[src/rtl/bch_pkg.sv]
package bch_pkg;
  localparam int DATA_W = 28;
  localparam int PAR_W  = 12;
  localparam int WORD_W = DATA_W + PAR_W;
  localparam logic [PAR_W-1:0] GEN_LOW = 12'h539;

  typedef struct packed {
    logic load;
    logic shift;
    logic commit;
    logic advance;
  } bchStrobes_t;
endpackage

[src/rtl/bch_ctrl.sv]
module bch_ctrl
  import bch_pkg::*;
#(
  parameter int N = WORD_W
) (
  input  logic        clk,
  input  logic        rstN,
  input  logic        wordValid,
  input  logic        rdEn,
  input  logic        rdAddr,
  input  logic        lastByte,
  input  logic        uncorrIn,
  output bchStrobes_t strobes,
  output logic [7:0]  statusByte,
  output logic        irq
);
  localparam int CW = $clog2(N);
  localparam logic [CW-1:0] LAST = CW'(N - 1);

  typedef enum logic [1:0] {S_IDLE, S_SHIFT, S_COMMIT} state_t;
  state_t state;
  logic [CW-1:0] cnt;
  logic full, missed, uncorr, busy, accept, statusRd, dataRd;

  assign busy     = (state != S_IDLE);
  assign accept   = wordValid && !busy && !full;
  assign statusRd = rdEn && !rdAddr;
  assign dataRd   = rdEn && rdAddr;

  always_comb begin
    strobes.load    = accept;
    strobes.shift   = (state == S_SHIFT);
    strobes.commit  = (state == S_COMMIT);
    strobes.advance = dataRd && full;
  end

  always_ff @(posedge clk) begin
    if (!rstN) begin
      state <= S_IDLE;
      cnt   <= '0;
    end else begin
      case (state)
        S_IDLE: if (accept) begin
          state <= S_SHIFT;
          cnt   <= '0;
        end
        S_SHIFT: begin
          cnt <= cnt + 1'b1;
          if (cnt == LAST) state <= S_COMMIT;
        end
        default: state <= S_IDLE;
      endcase
    end
  end

  always_ff @(posedge clk) begin
    if (!rstN) begin
      full   <= 1'b0;
      irq    <= 1'b0;
      missed <= 1'b0;
      uncorr <= 1'b0;
    end else begin
      if (strobes.commit) full <= 1'b1;
      else if (strobes.advance && lastByte) full <= 1'b0;

      if (strobes.commit) irq <= 1'b1;
      else if (statusRd) irq <= 1'b0;

      if (wordValid && !accept) missed <= 1'b1;
      else if (statusRd) missed <= 1'b0;

      if (strobes.commit) uncorr <= uncorrIn;
    end
  end

  assign statusByte = {4'b0000, busy, missed, uncorr, full};
endmodule

[src/rtl/bch_dp.sv]
module bch_dp
  import bch_pkg::*;
#(
  parameter int DW = DATA_W,
  parameter int PW = PAR_W,
  parameter logic [PW-1:0] GEN = GEN_LOW
) (
  input  logic           clk,
  input  logic           rstN,
  input  bchStrobes_t    strobes,
  input  logic [DW+PW-1:0] wordIn,
  output logic [7:0]     dataByte,
  output logic           lastByte,
  output logic           uncorr
);
  localparam int N = DW + PW;
  localparam int NB = (DW + 7) / 8;
  localparam int PADW = NB * 8;

  logic [N-1:0]  rotReg;
  logic [PW-1:0] syn;
  logic [DW-1:0] bufData;
  logic [1:0]    ptr;
  logic [N-1:0]  fixMask;
  logic          hit;

  always_comb begin
    logic [PW-1:0] pat;
    pat = PW'(1);
    fixMask = '0;
    hit = 1'b0;
    for (int i = 0; i < N; i++) begin
      if (syn == pat) begin
        fixMask[i] = 1'b1;
        hit = 1'b1;
      end
      pat = pat[PW-1] ? ({pat[PW-2:0], 1'b0} ^ GEN) : {pat[PW-2:0], 1'b0};
    end
  end

  assign uncorr = (syn != '0) && !hit;

  always_ff @(posedge clk) begin
    if (!rstN) begin
      rotReg  <= '0;
      syn     <= '0;
      bufData <= '0;
      ptr     <= '0;
    end else begin
      if (strobes.load) begin
        rotReg <= wordIn;
        syn    <= '0;
      end else if (strobes.shift) begin
        rotReg <= {rotReg[N-2:0], rotReg[N-1]};
        syn    <= {syn[PW-2:0], rotReg[N-1]} ^ (syn[PW-1] ? GEN : '0);
      end
      if (strobes.commit) begin
        bufData <= (rotReg ^ (uncorr ? '0 : fixMask)) >> PW;
        ptr     <= '0;
      end else if (strobes.advance) begin
        ptr <= ptr + 1'b1;
      end
    end
  end

  logic [PADW-1:0] padded;
  assign padded   = {bufData, {(PADW - DW){1'b0}}};
  assign dataByte = padded[PADW-1 - 8*ptr -: 8];
  assign lastByte = (ptr == 2'(NB - 1));
endmodule

[src/rtl/bch_rx_buffer.sv]
module bch_rx_buffer
  import bch_pkg::*;
(
  input  logic        clk,
  input  logic        rstN,
  input  logic        wordValid,
  input  logic [39:0] wordIn,
  input  logic        rdEn,
  input  logic        rdAddr,
  output logic [7:0]  rdData,
  output logic        irq
);
  bchStrobes_t strobes;
  logic [7:0]  statusByte, dataByte;
  logic        lastByte, uncorr;

  bch_ctrl #(.N(WORD_W)) u_ctrl (
    .clk(clk), .rstN(rstN), .wordValid(wordValid), .rdEn(rdEn), .rdAddr(rdAddr),
    .lastByte(lastByte), .uncorrIn(uncorr), .strobes(strobes),
    .statusByte(statusByte), .irq(irq)
  );

  bch_dp #(.DW(DATA_W), .PW(PAR_W), .GEN(GEN_LOW)) u_dp (
    .clk(clk), .rstN(rstN), .strobes(strobes), .wordIn(wordIn),
    .dataByte(dataByte), .lastByte(lastByte), .uncorr(uncorr)
  );

  assign rdData = rdAddr ? dataByte : statusByte;
endmodule

[config.mk]
export PLATFORM = sky130hd
export DESIGN_NAME = bch_rx_buffer
export DESIGN_NICKNAME = d
export VERILOG_FILES = /design/src/rtl/bch_pkg.sv /design/src/rtl/bch_ctrl.sv /design/src/rtl/bch_dp.sv /design/src/rtl/bch_rx_buffer.sv
export SDC_FILE = /design/constraint.sdc
export NUM_CORES = 1
export LEC_CHECK = 0
export ABC_CLOCK_PERIOD_IN_PS = 2900
export BUFFER_PORTS_ARGS = -buffer_cell sky130_fd_sc_hd__buf_2
export CORE_ASPECT_RATIO = 1.1
export CORE_MARGIN = 2
export CORE_UTILIZATION = 25
export DETAILED_ROUTE_END_ITERATION = 7
export GPL_TIMING_DRIVEN = 0
export SETUP_SLACK_MARGIN = 0.02
export SYNTH_ARGS = -nofsm -noshare
export SYNTH_HDL_FRONTEND = slang
export SYNTH_HIERARCHICAL = 1
export SYNTH_SLANG_ARGS = --single-unit
[constraint.sdc]
create_clock -name clk -period 2.9 [get_ports clk]
set_clock_uncertainty 0.15 [all_clocks]
set_input_delay 0.29 -clock clk [delete_from_list [all_inputs] [get_ports clk]]
set_output_delay 0.29 -clock clk [all_outputs]
set_load 0.005 [all_outputs]
==> results.json <==
{
  "tightest_slew_ps": 714,
  "drive_above_1_share_pct": 15.3,
  "finalInstanceArea_mm2": 0.00613,
  "grt_pass1_vias": 4526,
  "synth.distinct_cells": 55,
  "rows": 55,
  "dieArea_mm2": 0.0221,
  "ios": 54,
  "max_stage_delay_ps": 620,
  "drc": 0,
  "numCtsBuffers": 9,
  "groute.usage.overall_pct": 14.5,
  "place_area_mm2": 0.00583,
  "start_kind": "flop",
  "hpwl_um": 12100,
  "yosys.area.top_type_share_pct": 35.9,
  "crit_path_max_fanout": 10,
  "p_leak_nw": 2.17,
  "vias": 4687,
  "h-tree-depth": 3,
  "cts_tree": "built",
  "dp.cells": 951,
  "fin_crit_sh_pct": 92.1,
  "cts_sinks": 94,
  "slew_headroom_pct": 52.4,
  "synthTopCellsByArea": "dfxtp_1 (36%), nor2_1 (10%), mux2i_1 (9.9%)",
  "setup-violations-final": 0,
  "final_cells": 967,
  "dr.first_iter.drc_count": 418,
  "power_density_mw_per_mm2": 484,
  "wirelength_um": 15700,
  "clk_pin_slew_ps": 70,
  "diodes": 0,
  "area_growth_pct": 17.0,
  "fin_setup_tns_ps": 0,
  "status": "finished clean",
  "max_freq_mhz": 374,
  "synth_ff_type": "dfxtp_1",
  "wire_per_inst_um": 16.3,
  "fill_cells": 2229,
  "post-cts-setup-buffers": 0,
  "path_cells": "clkbuf_1, mux4_2, mux2_4, buf_2",
  "end_kind": "output pin",
  "crit_slowest_cell": "mux4_2",
  "gp_congestion": 0.979,
  "antenna_found_initial": 0,
  "peakVddDrop_mv": 0.304,
  "clk_path_buf_depth": 2,
  "io_buffers": 53,
  "clk-insertion-delay-late_ps": 360,
  "path_class": "flop to output pin",
  "maxCapViolCount": 0,
  "cts-root-buf": "clkbuf_16",
  "syn_area_mm2": 0.00524,
  "grt_pass1_wl_um": 24600,
  "drt-vias-per-instance": 4.85,
  "grt_max_degree": 16,
  "nets": 753,
  "rsz0062_at_grt": "false",
  "min_period_ps": 2670,
  "synthCells": 639,
  "synth_area_leader_cell": "dfxtp_1",
  "grt.overflow.total": 0,
  "chipHeight_um": 156,
  "required_ps": 2460,
  "slew_violations": 0,
  "core_mm2": 0.0206,
  "synth_seq_cells": 94,
  "die_x_um": 142,
  "utilization_pct": 29.8,
  "cp.arrival_ps": 2230,
  "synth_edf_count": 0,
  "hold_path.class": "input pin to flop",
  "yosysSeqAreaShare_pct": 35.9,
  "postRouteAntennaNets": 0,
  "async_flop_share_pct": 0,
  "firstDrtPassIters": 6,
  "start_util_pct": 25.5,
  "yosysWarnings": 6,
  "hold_viol_final": 0,
  "syn_avg_cell_area_um2": 8.20
}
[layout by cell type, fill, tap and decap left out, drive strengths merged, types with 4 or more instances in the layout]
| cell type | n |
|---|---|
| nor4 | 6 |
| a211oi | 31 |
| and3 | 5 |
| mux4 | 4 |
| nor2b | 11 |
| mux2 | 9 |
| conb | 4 |
| nor3 | 9 |
| dfxtp | 94 |
| or3 | 8 |
| nand4 | 13 |
| xnor2 | 14 |
| buf | 82 |
| o21ai | 16 |
| clkinvlp | 4 |
| mux2i | 52 |
| clkbuf | 39 |
| nand4b | 5 |
| nor2 | 142 |
| nand2b | 12 |
| a311oi | 4 |
| nand2 | 19 |
| a21oi | 51 |
| nand3 | 21 |
| xor2 | 19 |
[synth_stat cells, types with 2 or more instances]
cell type / instances
a211oi_1: 30
a21oi_1: 51
a22oi_1: 2
a311oi_1: 4
a31oi_1: 2
and2_1: 3
and3_1: 5
and4_1: 2
buf_1: 10
buf_2: 9
buf_4: 9
buf_6: 2
clkbuf_1: 27
dfxtp_1: 94
ha_1: 2
inv_1: 2
mux2_4: 8
mux2i_1: 52
mux4_2: 4
nand2_1: 19
nand2b_1: 12
nand3_1: 21
nand3b_1: 3
nand4_1: 13
nand4b_1: 5
nor2_1: 142
nor2b_1: 11
nor3_1: 8
nor4_1: 5
o211ai_1: 2
o21ai_0: 16
o22ai_1: 2
or3_1: 8
or4_1: 2
xnor2_1: 14
xor2_1: 19
[timing repair]
item | 4_1_cts | 5_1_grt
setup endpoints to repair | 0 | 2
hold buffers | 0 | 0
gates resized for setup | 0 | 1
hold endpoints to repair | 0 | 0
[registers in the layout (all words and copies together) (netlist names)]
register       cells
u_dp/rotReg       40
u_ctrl/irq         1
u_ctrl/state       2
u_dp/bufData      28
u_ctrl/full        1
u_dp/syn          12
u_dp/ptr           2
u_ctrl/uncorr      1
u_ctrl/cnt         6
u_ctrl/missed      1
[metrics by stage]
step / hold slack, ps / worst slack (ps) / power [mW]
2_1_floorplan: 258 / 714 / 1.68
3_3_place_gp: 321 / 162 / 1.81
3_5_place_dp: 328 / 157 / 1.81
4_1_cts: 2.30 / 127 / 3.00
5_1_grt: 9.26 / 57.3 / 3.09
6_report: 14.7 / 229 / 2.97
[final timing paths]
kind               startpoint               end  slack (ps)  depth (start not counted)
max               u_dp/ptr[0]         rdData[4]         230                          4
min                wordIn[13]   u_dp/rotReg[13]          10                          3
max reg2reg   u_ctrl/state[1]       u_dp/syn[2]         230                          8
min reg2reg  u_dp/bufData[15]  u_dp/bufData[15]         330                          2
[power by group]
group | switching [mW] | leakage [nW] | internal (mW)
clock | 0.513 | 0.128 | 0.669
combinational | 0.234 | 1.28 | 0.164
sequential | 0.0476 | 0.765 | 1.34
total | 0.795 | 2.17 | 2.17
[cell families (layout without fill, tap and decap cells)]
logic type / after synthesis / count (layout) / share of synthesized area [%]
AND/OR/NAND/NOR: 269 / 269 / 25.0
AO/OA/AOI/OAI: 114 / 114 / 13.4
flip-flops: 94 / 94 / 35.9
multiplexers: 65 / 65 / 14.2
buffers and inverters: 61 / 130 / 5.52
XOR/XNOR: 33 / 33 / 5.52
adder cells (fa/ha/maj): 2 / 2 / 0.478
other: 1 / 4 / 0.0716
[metal layers]
metal / part of all wire, % / GRT usage [%] / vias to the layer above / wire length [µm]
met4: 3.4 / 6.38 / 0 / 532
met3: 5.2 / 2.73 / 32 / 826
li1: - / - / 2369 / -
met1: 47 / 19.7 / 2126 / 7470
met5: 0 / 0 / - / 0
met2: 44 / 22.2 / 160 / 6910
[area by class of cell]
cell class | instances | area [µm²] | area share (%)
Buffer | 57 | 275 | 4.49
Clock buffer | 11 | 233 | 3.80
Sequential cell | 94 | 1880 | 30.7
Clock inverter | 5 | 60.1 | 0.980
Tap cell | 256 | 320 | 5.23
Multi-Input combinational cell | 487 | 3080 | 50.2
Inverter | 4 | 15.0 | 0.245
Timing Repair Buffer | 53 | 265 | 4.33
[critical path, delay by kind of cell (launching register included)]
kind | cells | cell delay (ps)
mux | 2 | 890
buf+inv | 2 | 660
flops | 1 | 330
(Power assumes the default switching activity.)
